===== src/rtl/addr_store_latch_pkg.sv =====
package addr_store_latch_pkg;

  // Mode code is {clear, enable_n}
  typedef enum logic [1:0] {
    MODE_WRITE = 2'b00,
    MODE_HOLD  = 2'b01,
    MODE_DEMUX = 2'b10,
    MODE_CLEAR = 2'b11
  } mode_e;

  function automatic mode_e mode_from_ctrl(input logic enable_n, input logic clear);
    mode_e m;
    case ({clear, enable_n})
      2'b00:   m = MODE_WRITE;
      2'b01:   m = MODE_HOLD;
      2'b10:   m = MODE_DEMUX;
      default: m = MODE_CLEAR;
    endcase
    return m;
  endfunction

  // Next value of one stored bit given its controls
  function automatic logic bit_next(input logic cur, input logic load,
                                    input logic zero, input logic d);
    logic n;
    if (zero)      n = 1'b0;
    else if (load) n = d;
    else           n = cur;
    return n;
  endfunction

endpackage


===== src/rtl/asl_mode_decode.sv =====
module asl_mode_decode
  import addr_store_latch_pkg::*;
(
  input  logic  en_n,
  input  logic  clr,
  output mode_e mode,
  output logic  load_ok,
  output logic  zero_unsel,
  output logic  zero_all
);

  always_comb begin
    mode       = mode_from_ctrl(en_n, clr);
    load_ok    = 1'b0;
    zero_unsel = 1'b0;
    zero_all   = 1'b0;
    case (mode)
      MODE_WRITE: load_ok = 1'b1;
      MODE_DEMUX: begin
        load_ok    = 1'b1;
        zero_unsel = 1'b1;
      end
      MODE_CLEAR: zero_all = 1'b1;
      default: ;
    endcase
  end

endmodule


===== src/rtl/asl_addr_decode.sv =====
module asl_addr_decode #(
  parameter int ADDR_W = 3,
  localparam int NB = 1 << ADDR_W
) (
  input  logic [ADDR_W-1:0] addr,
  output logic [NB-1:0]     sel
);

  for (genvar i = 0; i < NB; i++) begin : g_sel
    assign sel[i] = (addr == ADDR_W'(i));
  end

endmodule


===== src/rtl/asl_bit_cell.sv =====
module asl_bit_cell
  import addr_store_latch_pkg::*;
(
  input  logic clk,
  input  logic rst_n,
  input  logic load,
  input  logic zero,
  input  logic d,
  output logic q
);

  always_ff @(posedge clk) begin
    if (!rst_n) q <= 1'b0;
    else        q <= bit_next(q, load, zero, d);
  end

endmodule


===== src/rtl/addr_store_latch.sv =====
module addr_store_latch
  import addr_store_latch_pkg::*;
#(
  parameter int ADDR_W = 3,
  localparam int NB = 1 << ADDR_W
) (
  input  logic              clk,
  input  logic              rst_n,
  input  logic [ADDR_W-1:0] addr,
  input  logic              din,
  input  logic              en_n,
  input  logic              clr,
  output logic [NB-1:0]     q,
  output logic [1:0]        mode_dbg
);

  mode_e         mode;
  logic          load_ok;
  logic          zero_unsel;
  logic          zero_all;
  logic [NB-1:0] addr_sel;
  logic [NB-1:0] bit_load;
  logic [NB-1:0] bit_zero;

  asl_mode_decode u_mode (
    .en_n       (en_n),
    .clr        (clr),
    .mode       (mode),
    .load_ok    (load_ok),
    .zero_unsel (zero_unsel),
    .zero_all   (zero_all)
  );

  asl_addr_decode #(.ADDR_W(ADDR_W)) u_dec (
    .addr (addr),
    .sel  (addr_sel)
  );

  for (genvar i = 0; i < NB; i++) begin : g_bit
    assign bit_load[i] = load_ok & addr_sel[i];
    assign bit_zero[i] = zero_all | (zero_unsel & ~addr_sel[i]);

    asl_bit_cell u_cell (
      .clk   (clk),
      .rst_n (rst_n),
      .load  (bit_load[i]),
      .zero  (bit_zero[i]),
      .d     (din),
      .q     (q[i])
    );
  end

  assign mode_dbg = mode;

endmodule


===== config.mk =====
export PLATFORM = sky130hd
export DESIGN_NAME = addr_store_latch
export DESIGN_NICKNAME = d
export VERILOG_FILES = /design/src/rtl/addr_store_latch_pkg.sv /design/src/rtl/asl_mode_decode.sv /design/src/rtl/asl_addr_decode.sv /design/src/rtl/asl_bit_cell.sv /design/src/rtl/addr_store_latch.sv
export SDC_FILE = /design/constraint.sdc
export NUM_CORES = 1
export LEC_CHECK = 0
export BUFFER_PORTS_ARGS = -buffer_cell sky130_fd_sc_hd__buf_2
export CAP_MARGIN = 20
export CORE_MARGIN = 2
export CORE_UTILIZATION = 33
export CTS_BUF_LIST = sky130_fd_sc_hd__clkbuf_16
export CTS_CLUSTER_DIAMETER = 60
export CTS_CLUSTER_SIZE = 25
export DETAILED_ROUTE_END_ITERATION = 6
export HOLD_SLACK_MARGIN = 0.08
export PLACE_DENSITY = 0.69
export SLEW_MARGIN = 20
export SYNTH_ARGS = -nofsm -noshare
export SYNTH_HDL_FRONTEND = slang
export SYNTH_SLANG_ARGS = --single-unit

===== constraint.sdc =====
create_clock -name clk -period 1.45 [get_ports clk]
set_input_delay 0.145 -clock clk [delete_from_list [all_inputs] [get_ports clk]]
set_output_delay 0.145 -clock clk [all_outputs]
set_load 0.005 [all_outputs]

==> flow_summary.ini <==
[run_status]
status = finished, final reports clean

[power_and_ir_drop]
p_clk_share_pct = 62.5
p_total_w = 0.000740
p_per_area_mw_per_mm2 = 1320
pwr-share-seq_pct = 30.5
p_sw_share_pct = 18.4
p_leak_nw = 0.244
p_sw_w = 0.000136
ir_drop_v = 0.000991
pwr-share-comb_pct = 7.0
cell_internal_pwr_w = 0.000604

[critical_path]
max_stage_delay_ns = 0.33
startpoint = g_bit[5].u_cell.q
crit_arrival_ns = 0.67
path_buf_inv = 1
worstSetupEndpointType = primary output
crit_family = flip-flops
critical_path.max_fanout = 2
worst_ep_required_time_ns = 1.31
r2r_start = g_bit[5].u_cell.q
slowest_stage = dfxtp_1
r2r_slack_ns = 0.84
cp_cell_sequence = buf_2
criticalPathCategory = reg2out
startpoint_type = flop

[worst_hold_path]
min_from = rst_n
hold_class = in2reg

[cells_and_area]
largest_reg_flops = 8
mostFrequentLayoutCells = buf_2, nand3b_1, mux2i_1, dfxtp_1
final_nets = 63
drive_gt1_share_pct = 37.7
largest_register = g_bit.u_cell.q
n_antenna_cell = 0
final_common_cell = buf_2
syn_to_final_growth_pct = 23.4
top_regs = g_bit.u_cell.q (8)

[routing]
viasPerCell = 5.03
drc = 0
dr.pass1.iters = 4
wire_per_inst_um = 13.8
finalWirelength_um = 941
vias = 342
postRouteAntennaNets = 0
drt_iter0_drc = 7

[global_route]
grt_max_degree = 10
grt_usage_pct = 13.4
grt_pass1_wl_mm = 1.36
grt_pass1_vias = 291
antenna_found_initial = 0
gr-total-overflow = 0

[clock_tree]
cts_setup_buffers = 0
cts_max_level = 1
cts_tree = done
ctsResizeCount = 0
cts_buffer_depth = 2
cts.clk_slew.worst_paths_ns = 0.04
ctsHoldBuffers = 0
cts.sinks = 8
clock_latency_ns = 0.23
cts_root_buffer = clkbuf_16
cts_buffers = 3

[timing]
max_slew_margin_pct = 75.7
max_freq_mhz = 1230
setup_viol = 0
slew_viol_final = 0
skew_ns = 0
finalCritPeriodShare_pct = 56.3
min_period_ns = 0.816
worstMarginPinSlew_ns = 0.360
finalSetupTns_ns = 0
final_hold_viol_count = 0
rsz0062_at_grt = false

[floorplan]
row_count = 13
core_area_sq_mm = 0.00130
die_x_um = 41.2
io_pins = 18
start_util_pct = 35.0
die-area_sq_mm = 0.00169
dieHeight_um = 41.2

[yosys]
yosysUniqueCellTypes = 11
synth_cells = 44
synthesis.area_sq_um = 455
synthesis.nets = 52
syn_avg_cell_area_sq_um = 10.4
ys_warn_count = 0
synth_seq_cells = 8
yosysSeqAreaShare_pct = 35.2

[placement]
gp_congestion = 0.636
port_buffers = 17

[flow_run]
maxCapViolations = 0
[metrics by stage]
step | setup slack (ns) | instance area (sq um) | hold slack, ns | util, % | cells
final | 0.634 | 562 | 0.265 | 43.2 | 68
after global routing | 0.599 | 562 | 0.301 | 43.2 | 68
after CTS | 0.622 | 562 | 0.266 | 43.2 | 68
after detailed placement | 0.463 | 487 | 0.474 | 37.4 | 65
after global placement | 0.498 | 487 | 0.471 | 37.4 | 65
after floorplan | 0.699 | 455 | 0.330 | - | 44
[routing by layer]
layer / wire length (um) / GRT usage (%)
met5: 0 / 0
met4: 21 / 12.1
met3: 63 / 4.89
met2: 416 / 16.4
met1: 440 / 17.5
[synthesized netlist by cell type]
cell	number	share of area, %
and4bb_1	3	8.2
buf_2	1	1.1
buf_4	8	13
clkbuf_1	2	1.6
dfxtp_1	8	35
mux2i_1	8	18
nand2_1	1	0.82
nand3b_1	8	13
nand4b_1	1	1.9
nor4_1	1	1.4
nor4b_1	3	5.8
[power by group through the flow]
stage	clock [W]	combinational, W	sequential, W
after detailed placement	0	0.0000505	0.000229
after global routing	0.000476	0.0000565	0.000226
after floorplan	0	0.0000293	0.000229
after CTS	0.000466	0.0000519	0.000226
final	0.000463	0.0000520	0.000226
after global placement	0	0.0000502	0.000229
[worst paths after layout]
kind,end,cells after the start
setup / recovery,q[5],1
hold / removal,g_bit[4].u_cell.q,3
setup reg to reg,g_bit[5].u_cell.q,2
hold reg to reg,g_bit[4].u_cell.q,2
[cell type report]
cell class,count,area (sq um)
clock buffers,3,75.1
fillers,129,739
repair buffers,17,85.1
well taps,15,18.8
flip-flops and latches,8,160
multi-input cells,25,223
[cells by family (layout without fill, tap and decap cells)]
kind of cell / Yosys count / after routing / synth area share (%)
buffers and inverters: 11 / 20 / 15.9
muxes: 8 / 8 / 17.6
and+or+nand+nor: 17 / 17 / 31.3
DFF: 8 / 8 / 35.2
Note: power is estimated with default switching activity, not from simulation.
